$ cat src/rtl/blur_guard_pkg.sv
package blur_guard_pkg;
  localparam int NUM_REGS = 3;
  localparam int SEL_MODE = 0;
  localparam int SEL_DISP1 = 1;
  localparam int SEL_DISP2 = 2;

  // Offset fields of a display register
  localparam int HOFS_LSB = 0;
  localparam int HOFS_W = 12;
  localparam int VOFS_LSB = 12;
  localparam int VOFS_W = 11;

  typedef struct packed {
    logic [NUM_REGS-1:0] load;
    logic overrideDisp2;
  } guardStrobes_t;
endpackage

$ cat src/rtl/blur_detect.sv
module blur_detect
  import blur_guard_pkg::*;
#(
  parameter int REG_W = 64,
  parameter int ADDR_W = 2,
  parameter int MAX_SHIFT = 6
) (
  input  logic              clk,
  input  logic              rstN,
  input  logic              enable,
  input  logic              wrEn,
  input  logic [ADDR_W-1:0] wrAddr,
  input  logic [1:0]        modeBits,
  input  logic [REG_W-1:0]  disp1Raw,
  input  logic [REG_W-1:0]  disp2Raw,
  output guardStrobes_t     strobes
);
  localparam logic [HOFS_W-1:0] H_LIMIT = HOFS_W'(MAX_SHIFT);
  localparam logic [VOFS_W-1:0] V_LIMIT = VOFS_W'(MAX_SHIFT);

  function automatic logic [HOFS_W-1:0] hDist(input logic [HOFS_W-1:0] a, input logic [HOFS_W-1:0] b);
    return (a >= b) ? (a - b) : (b - a);
  endfunction

  function automatic logic [VOFS_W-1:0] vDist(input logic [VOFS_W-1:0] a, input logic [VOFS_W-1:0] b);
    return (a >= b) ? (a - b) : (b - a);
  endfunction

  logic [HOFS_W-1:0] hGap;
  logic [VOFS_W-1:0] vGap;
  logic bothCircuits;
  logic bothNonZero;
  logic closeShift;

  always_comb begin
    hGap = hDist(disp1Raw[HOFS_LSB +: HOFS_W], disp2Raw[HOFS_LSB +: HOFS_W]);
    vGap = vDist(disp1Raw[VOFS_LSB +: VOFS_W], disp2Raw[VOFS_LSB +: VOFS_W]);
    bothCircuits = modeBits[0] & modeBits[1];
    bothNonZero = (|disp1Raw) & (|disp2Raw);
    closeShift = (hGap <= H_LIMIT) && (vGap <= V_LIMIT);
  end

  always_comb begin
    for (int i = 0; i < NUM_REGS; i++) begin
      strobes.load[i] = wrEn && (wrAddr == ADDR_W'(i));
    end
    strobes.overrideDisp2 = enable && bothCircuits && bothNonZero && closeShift;
  end


  one_load_chk: assert property (@(posedge clk) disable iff (!rstN) $onehot0(strobes.load));

  mode_gate_chk: assert property (@(posedge clk) disable iff (!rstN)
    strobes.overrideDisp2 |-> (modeBits == 2'b11));

  nonzero_gate_chk: assert property (@(posedge clk) disable iff (!rstN)
    strobes.overrideDisp2 |-> ((disp1Raw != '0) && (disp2Raw != '0)));

  enable_gate_chk: assert property (@(posedge clk) disable iff (!rstN)
    !enable |-> !strobes.overrideDisp2);
endmodule

$ cat src/rtl/blur_disp_path.sv
module blur_disp_path
  import blur_guard_pkg::*;
#(
  parameter int REG_W = 64,
  parameter int ADDR_W = 2
) (
  input  logic              clk,
  input  logic              rstN,
  input  guardStrobes_t     strobes,
  input  logic [REG_W-1:0]  wrData,
  input  logic [ADDR_W-1:0] rdAddr,
  output logic [REG_W-1:0]  rdData,
  output logic [1:0]        modeBits,
  output logic [REG_W-1:0]  disp1Raw,
  output logic [REG_W-1:0]  disp2Raw,
  output logic [REG_W-1:0]  disp1Eff,
  output logic [REG_W-1:0]  disp2Eff
);
  logic [REG_W-1:0] rawArr [NUM_REGS];

  for (genvar g = 0; g < NUM_REGS; g++) begin : g_reg
    logic [REG_W-1:0] q;
    always_ff @(posedge clk) begin
      if (!rstN) q <= '0;
      else if (strobes.load[g]) q <= wrData;
    end
    assign rawArr[g] = q;
  end

  always_comb begin
    rdData = '0;
    for (int i = 0; i < NUM_REGS; i++) begin
      if (rdAddr == ADDR_W'(i)) rdData = rawArr[i];
    end
  end

  assign modeBits = rawArr[SEL_MODE][1:0];
  assign disp1Raw = rawArr[SEL_DISP1];
  assign disp2Raw = rawArr[SEL_DISP2];
  assign disp1Eff = disp1Raw;
  assign disp2Eff = strobes.overrideDisp2 ? disp1Raw : disp2Raw;


  store_chk: assert property (@(posedge clk) disable iff (!rstN)
    strobes.load[SEL_DISP2] |=> (disp2Raw == $past(wrData)));

  idle_hold_chk: assert property (@(posedge clk) disable iff (!rstN)
    (strobes.load == '0) |=> ($stable(disp1Raw) && $stable(disp2Raw)));

  mirror_chk: assert property (@(posedge clk) disable iff (!rstN)
    strobes.overrideDisp2 |-> (disp2Eff == disp1Eff));

  disp1_follow_chk: assert property (@(posedge clk) disable iff (!rstN)
    strobes.load[SEL_DISP1] |=> (disp1Eff == $past(wrData)));
endmodule

$ cat src/rtl/blur_guard_top.sv
module blur_guard_top
  import blur_guard_pkg::*;
#(
  parameter int REG_W = 64,
  parameter int ADDR_W = 2,
  parameter int MAX_SHIFT = 6
) (
  input  logic              clk,
  input  logic              rstN,
  input  logic              enable,
  input  logic              wrEn,
  input  logic [ADDR_W-1:0] wrAddr,
  input  logic [REG_W-1:0]  wrData,
  input  logic [ADDR_W-1:0] rdAddr,
  output logic [REG_W-1:0]  rdData,
  output logic [REG_W-1:0]  disp1Eff,
  output logic [REG_W-1:0]  disp2Eff
);
  guardStrobes_t strobes;
  logic [1:0] modeBits;
  logic [REG_W-1:0] disp1Raw;
  logic [REG_W-1:0] disp2Raw;

  blur_detect #(.REG_W(REG_W), .ADDR_W(ADDR_W), .MAX_SHIFT(MAX_SHIFT)) i_detect (
    .clk(clk), .rstN(rstN), .enable(enable), .wrEn(wrEn), .wrAddr(wrAddr),
    .modeBits(modeBits), .disp1Raw(disp1Raw), .disp2Raw(disp2Raw), .strobes(strobes)
  );

  blur_disp_path #(.REG_W(REG_W), .ADDR_W(ADDR_W)) i_path (
    .clk(clk), .rstN(rstN), .strobes(strobes), .wrData(wrData), .rdAddr(rdAddr),
    .rdData(rdData), .modeBits(modeBits), .disp1Raw(disp1Raw), .disp2Raw(disp2Raw),
    .disp1Eff(disp1Eff), .disp2Eff(disp2Eff)
  );
endmodule

$ cat config.mk
export PLATFORM = sky130hd
export DESIGN_NAME = blur_guard_top
export DESIGN_NICKNAME = d
export VERILOG_FILES = /design/src/rtl/blur_guard_pkg.sv /design/src/rtl/blur_detect.sv /design/src/rtl/blur_disp_path.sv /design/src/rtl/blur_guard_top.sv
export SDC_FILE = /design/constraint.sdc
export NUM_CORES = 1
export LEC_CHECK = 0
export BUFFER_PORTS_ARGS = -buffer_cell sky130_fd_sc_hd__buf_4
export CAP_MARGIN = 5
export CELL_PAD_IN_SITES_DETAIL_PLACEMENT = 1
export CELL_PAD_IN_SITES_GLOBAL_PLACEMENT = 2
export CORE_MARGIN = 8
export CORE_UTILIZATION = 34
export DETAILED_ROUTE_END_ITERATION = 7
export PLACE_DENSITY_LB_ADDON = 0.1
export SYNTH_ARGS = -nofsm -noshare
export SYNTH_HDL_FRONTEND = slang
export SYNTH_SLANG_ARGS = --single-unit
$ cat constraint.sdc
create_clock -name clk -period 6.8 [get_ports clk]
set_clock_uncertainty 0.1 [all_clocks]
set_input_delay 0.68 -clock clk [delete_from_list [all_inputs] [get_ports clk]]
set_output_delay 0.68 -clock clk [all_outputs]
set_load 0.1 [all_outputs]
# == Yosys cells after proc, flatten, opt, wreduce, memory -nomap -nowiden ==
# Cells that the tools add are included.
# word_totals
regBits,192
latch_bits,0
ramBits,0
romBits,0
inputBits,72
out_inout_bits,192
wordCells,34
mem_count,0
# op_classes
add_sub_neg,4
mul,0
div_mod_pow,0
n_lt_le_gt_ge,4
eq_ne,4
n_shift,0
muxes,6
n_bitwise,2
n_reduce_logical,11
# ops
operator,count
64-bit 2-to-1 mux,4
64-bit OR reduction,2
12-bit subtractor,2
11-bit subtractor,2
12-bit greater-or-equal comparator,1
"12-bit by 3-bit less-or-equal comparator with 1-bit output, second input constant",1
12-bit 2-to-1 mux,1
11-bit greater-or-equal comparator,1
"11-bit by 3-bit less-or-equal comparator with 1-bit output, second input constant",1
11-bit 2-to-1 mux,1
1-bit logical AND,7
"2-bit by 1-bit == test with 1-bit output, second input constant",2
"2-bit == test, second input constant",2
2-bit logical NOT,2
1-bit bitwise AND,2

# == Longest topological paths before layout ==
# Gate-level depths: netlist of the first run.
# logic_depth
ltp_word,6
mapped_depth,15

# == Modules after synthesis ==
# From an unflattened synthesis of the first run, not the netlist that was laid out.
# unflattened
cells_unflattened,1287
area_unflattened_um2,12692.2
# by_module_without_submodules
module,n_inst,cells_per_inst,area_per_inst_um2,seq_area_each_um2
blur_disp_path,1,905,9985.8,3843.7
blur_detect,1,382,2706.3,0.0

# == Worst setup path after synthesis of the first run ==
# Ideal clock, no wire load.
# synth_path
path_type,register -> output
from,register i_path.g_reg[1].q[0] (netlist: i_path.disp1Eff[0])
to,output port disp2Eff[10]
t_arrival_ns,5.378
t_required_ns,6.020
path_slack_ns,0.642
path_stages_with_launch,15
cell_sequence,dfxtp_1 > inv_1 > ha_1 > fa_1 > nand2b_1 > a21oi_1 > o22ai_1 > nand2_4 > a2111oi_1 > or4_1 > a221oi_2 > nand4_1 > buf_4 > buf_2 > mux2i_1
# synth_between
elab_chain_len,6
word_cells_on_any_way,11
cone_classes,2 x add/sub; 2 x order compare; 2 x mux; 1 x bitwise; 4 x reduce/logical
# synth_rtl
item,line,text
"start, declared",blur_disp_path.sv:22,logic [REG_W-1:0] q;
"start signal, assigned",blur_disp_path.sv:25,else if (strobes.load[g]) q <= wrData;
12-bit subtractor or 12-bit greater-or-equal comparator (tied branches),blur_detect.sv:22,return (a >= b) ? (a - b) : (b - a);
12-bit 2-to-1 mux,blur_detect.sv:22,
12-bit by 3-bit less-or-equal comparator with 1-bit output,blur_detect.sv:40,closeShift = (hGap <= H_LIMIT) && (vGap <= V_LIMIT);
1-bit logical AND,blur_detect.sv:40,
1-bit logical AND (*),blur_detect.sv:47,strobes.overrideDisp2 = enable && bothCircuits && bothNonZero && closeShift;
64-bit 2-to-1 mux (*),blur_disp_path.sv:41,assign disp2Eff = strobes.overrideDisp2 ? disp1Raw : disp2Raw;
"end, declared",blur_guard_top.sv:17,output logic [REG_W-1:0] disp2Eff
# Every way passes the cells marked *; elsewhere a longest branch is shown, timed or not.

# == Worst setup path after layout of the first run ==
# layout_path
from,register i_path.g_reg[1].q[0] (netlist: i_path.disp1Eff[0])
to,output port disp2Eff[1]
# The elaborated chain is that of the path after synthesis.

==> results.json, run 1 <==
{
  "dr.pass1.iters": 5,
  "p_per_area_mw_per_mm2": 210,
  "fin_cells": 2183,
  "cts_tree": "built",
  "vias_per_cell": 5.35,
  "synthesis.nets": 1644,
  "cts-root-buf": "clkbuf_16",
  "syn2layout_area_growth_pct": 23.5,
  "wl_per_cell_um": 23.0,
  "ios": 264,
  "drc": 0,
  "antenna_found_initial": 7,
  "die_w_um": 203,
  "power_w": 0.00310,
  "vdd_ir_drop_max_v": 0.000185,
  "setup_violations": 0,
  "yosys.area.top_type": "dfxtp_1",
  "status": "completed",
  "synth_edf_count": 0,
  "grt-ovfl-total": 0,
  "synth_seq_cells": 192,
  "placementRows": 68,
  "postCtsHoldBufs": 0,
  "grt_pass1_wl_um": 76600,
  "place_congestion": 0.884,
  "grtUsageTotal_pct": 23.8,
  "fillers": 4260,
  "cp_cell_sequence": "inv_1 -> ha_1 -> fa_1 -> nand2b_1 -> a21oi_1 -> o22a_1 -> nor4_4 -> a2111oi_1 -> or4_1 -> a221oi_2 -> nand4_1 -> buf_4 -> buf_4 -> mux2i_1 -> buf_4",
  "hold_path_class": "reg -> reg",
  "drive_gt1_share_pct": 21.4,
  "postSynthAreaPerCell_um2": 7.83,
  "drtIter0Drc": 651,
  "slowest_stage": "a2111oi_1",
  "path_max_fanout": 27,
  "critPathRequiredTime_ps": 6020,
  "clkSinkCount": 192,
  "hold_viol_final": 0,
  "cts.htree.levels": 4,
  "drt_wl_total_um": 50200,
  "ant_nets": 0,
  "cp_top_family": "buffers and inverters",
  "netlist_instances": 1524,
  "synth_top_area_share_pct": 32.2,
  "slew_viol_final": 0,
  "cap_violations": 0,
  "fin_nets": 1837,
  "syn_area_mm2": 0.0119,
  "synth_async_sr_flop_share_pct": 0,
  "clk_pin_slew_ps": 80,
  "post_cts_buffers": 0,
  "cp_data_arrival_time_ps": 5240,
  "worst_slew_pin_slew_ps": 980,
  "hpwl_um": 35600,
  "path_buf_inv": 4,
  "synthTopCellsByArea": "dfxtp_1 (32%), nand2_1 (15%), a21boi_0 (12%)",
  "core_area_mm2": 0.0345,
  "initial_core_util_pct": 34.6,
  "grt_max_degree": 100,
  "seq_area_frac_synth_pct": 32.2,
  "ys_dominant_reg_cell": "dfxtp_1",
  "finalCritPeriodShare_pct": 88.5,
  "slowest_delay_ps": 530,
  "dp_cells": 2153,
  "yosysWarningCount": 0,
  "cts_made_buffers": 17,
  "rsz0062_at_grt": "no",
  "clk_path_buf_depth": 2,
  "crit_path_end_kind": "output port",
  "cp_common_cell": "buf_4",
  "ys_types": 70,
  "start_kind": "flip-flop",
  "slew_headroom_pct": 34.1,
  "leakage_nw": 6.17,
  "criticalPathCategory": "reg -> out",
  "die-area_mm2": 0.0414,
  "timing.fmax_mhz": 166,
  "insertion_delay_ps": 460,
  "cts_resized": 0,
  "io_buffers": 263,
  "grt_pass1_vias": 12300,
  "setup_tns_ps": 0,
  "fin_crit_ps": 6020,
  "die_h_um": 203,
  "vias": 11700
}
[per-stage QoR]
step | setup slack, ps | hold slack [ps] | instance area, um^2 | util (%)
after floorplan | 642 | 343 | 11900 | -
after global placement | 1430 | 352 | 14200 | 41.0
after detailed placement | 1290 | 361 | 14200 | 41.0
after CTS | 754 | 365 | 14700 | 42.7
after global routing | 479 | 383 | 14700 | 42.7
final | 783 | 370 | 14700 | 42.7
[cells in the mapped netlist, types with 3 or more instances]
cell and n:
mux2_2 6, nand3b_1 4, o2111ai_1 3, nor3b_1 3, inv_1 54, a31oi_1 4, a211oi_1 6, clkbuf_1 81
nor2_1 30, buf_6 5, buf_2 7, nor2b_1 7, nor3_1 8, a21boi_0 194, nand3_1 8, nor4_1 37
and2_1 4, o22ai_1 3, fa_1 4, dfxtp_1 192, nand2_1 467, o21ai_0 87, buf_1 12, o2111a_1 3
a21o_1 8, a21oi_1 27, xnor2_1 12, mux2_4 39, nand2b_1 3, ha_1 44, nand4_1 12, mux2i_1 92
o31ai_1 3, or3_1 5
[routing by layer]
layer / part of all wire [%] / wire (um) / global-route usage [%] / up-vias
met5: 0.16 / 78 / 0 / -
met4: 2.3 / 1150 / 7.30 / 12
met3: 5.8 / 2900 / 6.00 / 59
met2: 46 / 22900 / 37.8 / 252
met1: 46 / 23200 / 31.4 / 5753
li1: - / - / - / 5607
[where the power goes]
part           leakage [nW]  total, W  internal (W)  switching [W]
combinational          4.33  0.000857      0.000255       0.000602
clock                 0.275   0.00103      0.000536       0.000494
sequential             1.56   0.00121       0.00116      0.0000493
total                  6.17   0.00310       0.00195        0.00115
[kinds of logic after synthesis]
family                   count (synthesis)  synth area share [%]
flip-flops                             192                  32.2
AO/OA/AOI/OAI                          373                  21.6
buffers and inverters                  160                  5.45
multiplexers                           137                  13.2
AND/OR/NAND/NOR                        601                  21.3
XOR/XNOR                                13                 0.954
adder cells (fa/ha/maj)                 48                  5.28
[placed cells by master (no fill, tap or decap), types with 4 or more instances in the layout]
master       n
dfxtp_1    192
nand4_1     12
nor4_1      37
ha_1        44
a211oi_1     6
nand2_1    467
mux2i_1     92
nor3_1       8
nand3b_1     4
inv_1       54
a21boi_0   194
xnor2_1     12
a21o_1       8
buf_4      280
o21ai_0     87
nor2_1      30
a21oi_1     27
and2_1       4
a31oi_1      4
clkbuf_16   17
fa_1         4
mux2_4      39
nor2b_1      6
or3_1        5
nand3_1      8
mux2_2       6
[flip-flops by register name, summed over array words and instances (netlist names)]
signal and cells:
i_path.disp2Raw 64, i_path.g.q 64, i_path.disp1Eff 64
[tightest hold or removal path, stage by stage (launching register included)]
cell      delay, ps
dfxtp_1         310
nand2_1          50
a21boi_0         60
[final timing paths]
check        cells after the start                  start                    end  slack (ps)
min reg2reg                      2  i_path.g_reg[0].q[57]  i_path.g_reg[0].q[57]         370
min                              2  i_path.g_reg[0].q[57]  i_path.g_reg[0].q[57]         370
max                             15     i_path.disp1Eff[0]            disp2Eff[1]         780
max reg2reg                      2    i_path.disp1Eff[25]    i_path.disp1Eff[25]        5770
[cell type report]
class                      instances  area [um^2]  share of cell area, %
clock inverter                     9         98.8                  0.670
clock buffer                      20          467                   3.17
timing repair buffer             280         2100                   14.3
sequential                       192         3840                   26.1
multi-input combinational       1172         7460                   50.6
tap                              455          569                   3.86
antenna                            1         2.50                 0.0170
inverter                          54          203                   1.37
(Power assumes the default switching activity.)
==> run 2: changes to the inputs <==
- ABC_AREA: not set -> 1
- CORE_UTILIZATION: 34 -> 31
==> run 2 against run 1 <==
Compared with the run above: first-iteration DRC count is 14% higher; sequential power is 3% higher; worst hold slack worse by 8.2 ps; largest power group is now combinational logic; wire length is 9.5% higher; critical path type unchanged.
==> results.json, run 2 <==
{
  "status": "completed",
  "seq_area_frac_synth_pct": 31.9,
  "cts_made_buffers": 17,
  "holdWs_ps": 362,
  "fin_crit_ps": 5510,
  "setup_violations": 0,
  "synthTopCellsByArea": "dfxtp_1 (32%), nand2_1 (17%), nor2_1 (12%)",
  "vias_per_cell": 5.08,
  "core_area_mm2": 0.0385,
  "hpwl_um": 39300,
  "fin_nets": 2281,
  "vias": 13700,
  "postCtsHoldBufs": 0,
  "drive_gt1_share_pct": 16.1,
  "most-common-layout-cells": "nand2_1 (551), nor2_1 (397), buf_4 (277)",
  "hold_viol_final": 0,
  "setup_tns_ps": 0,
  "synth_top_family_by_area": "simple AND/OR/NAND/NOR gates",
  "timing.fmax_mhz": 182,
  "clkSinkCount": 192,
  "grt_pass1_wl_um": 84700,
  "synth-xor-area-share_pct": 0.436,
  "die_w_um": 213,
  "grt_pass1_vias": 14400,
  "critPathRequiredTime_ps": 6020,
  "crit_path_end_kind": "output port",
  "clk_path_buf_depth": 2,
  "power_w": 0.00374,
  "rsz0062_at_grt": "no",
  "drc": 0,
  "r2r_cells": 2,
  "grt-ovfl-total": 0,
  "syn2layout_area_growth_pct": 23.9,
  "slew_headroom_pct": 22.6,
  "cap_violations": 0,
  "synth_simple_gate_area_share_pct": 40.3,
  "final_common_cell": "nand2_1",
  "place_congestion": 0.877,
  "grt_max_degree": 129,
  "io_buffers": 263,
  "synth_seq_cells": 192,
  "ant_nets": 0,
  "p_per_area_mw_per_mm2": 250,
  "path_max_fanout": 33,
  "leakage_nw": 7.39,
  "finalCritPeriodShare_pct": 81.0,
  "yosysWarningCount": 0,
  "hold_path_depth": 3,
  "drt_wl_total_um": 55000,
  "criticalPathCategory": "reg -> out",
  "worst_slew_pin_slew_ps": 1160,
  "cts_resized": 0,
  "insertion_delay_ps": 460,
  "yosys.area.top_type": "dfxtp_1",
  "synth_async_sr_flop_share_pct": 0,
  "netlist_instances": 1971,
  "die_h_um": 213,
  "cts.htree.levels": 4,
  "antenna_found_initial": 4,
  "synth_common_cells": "nand2_1 (552), nor2_1 (401), o21ai_0 (194)",
  "dr.pass1.iters": 5,
  "drtIter0Drc": 744,
  "grtUsageTotal_pct": 23.9,
  "start_kind": "flip-flop",
  "die-area_mm2": 0.0454,
  "synthAdderAreaFrac_pct": 5.23,
  "synth_top_area_share_pct": 31.9,
  "syn_area_mm2": 0.0120,
  "hold_path_class": "in -> reg",
  "synth_edf_count": 0,
  "post_cts_buffers": 0,
  "cp_data_arrival_time_ps": 4730,
  "postSynthAreaPerCell_um2": 6.11,
  "synth_most_common_cell": "nand2_1",
  "synthesis.nets": 2091,
  "vdd_ir_drop_max_v": 0.000188,
  "clk_pin_slew_ps": 80,
  "cts-root-buf": "clkbuf_16",
  "slew_viol_final": 0,
  "ys_dominant_reg_cell": "dfxtp_1",
  "synth_compound_area_share_pct": 12.9,
  "wl_per_cell_um": 20.4,
  "placementRows": 72,
  "ios": 264,
  "initial_core_util_pct": 31.3,
  "cts_tree": "built",
  "synth_mux_area_share_pct": 0,
  "ys_types": 37
}
## run 2: cell types whose count changed in the layout (fill, tap and decap cells not counted), sizes merged, moves of 45 or more
cell    before  now
nand4       12   86
nor2        30  408
mux2i       92    0
mux2        45    0
nand3        8  104
inv         58  167
a21boi     194    0
o21ai       89  196
nand2      468  564
## run 2: stage by stage
step	instances	worst slack (ps)	cell area, um^2	utilization (%)
3_5_place_dp	2660	1820	14300	37.2
2_1_floorplan	1971	2190	12000	-
5_1_grt	2693	905	14900	38.8
4_1_cts	2692	1330	14900	38.8
6_report	2693	1290	14900	38.8
3_3_place_gp	2660	1850	14300	37.2
## run 2: worst max-delay path, stage by stage (launching register included)
cell and delay, ps:
dfxtp_1 450, inv_1 120, ha_1 570, nand2_1 100, nand2_1 110, inv_1 60
nand2_1 100, nand2_2 70, nand2_2 70, nand2_2 60, nand2_4 150, inv_2 100
nor2_1 100, nor2_1 60, nand2_1 90, inv_1 80, nor2_4 700, buf_4 540
nand4_1 220, nand2_1 190, buf_4 310
## run 2: cell families (layout without fill, tap and decap cells)
group / count (synthesis) / in the layout
other cells: 0 / 1
simple gates: 1169 / 1169
flops: 192 / 192
buf+inv: 266 / 469
compound gates: 290 / 290
xor+xnor: 6 / 6
fa+ha+maj: 48 / 48
## run 2: path summary, 6_finish.rpt
| path | startpoint | slack (ps) | end |
|---|---|---|---|
| worst max-delay path | i_path.disp1Eff[14] | 1290 | disp2Eff[20] |
| worst min-delay path | wrData[25] | 360 | i_path.disp1Eff[25] |
| worst max register to register | i_path.disp1Eff[22] | 5780 | i_path.disp1Eff[22] |
| worst min register to register | i_path.g_reg[0].q[44] | 390 | i_path.g_reg[0].q[44] |
## run 2: layer usage
layer,track usage [%],wire length (um)
met1,30.8,26000
met2,40.2,25700
met3,4.14,1980
met4,7.54,1250
met5,0,31
## run 2: report_power, final
group / switching, W / total (W) / leakage [nW] / internal (W)
registers: 0.0000660 / 0.00125 / 1.57 / 0.00118
clock network: 0.000527 / 0.00109 / 0.298 / 0.000567
logic: 0.00107 / 0.00140 / 5.52 / 0.000331
total: 0.00166 / 0.00374 / 7.39 / 0.00208
## run 2: area by class of cell
class / instances / area (um^2)
clock inverter: 14 / 168
fill: 5133 / 23500
multi-input combinational: 1513 / 7130
antenna: 1 / 2.50
timing repair buffer: 278 / 2100
sequential: 192 / 3840
inverter: 159 / 597
tap: 518 / 648
clock buffer: 18 / 439
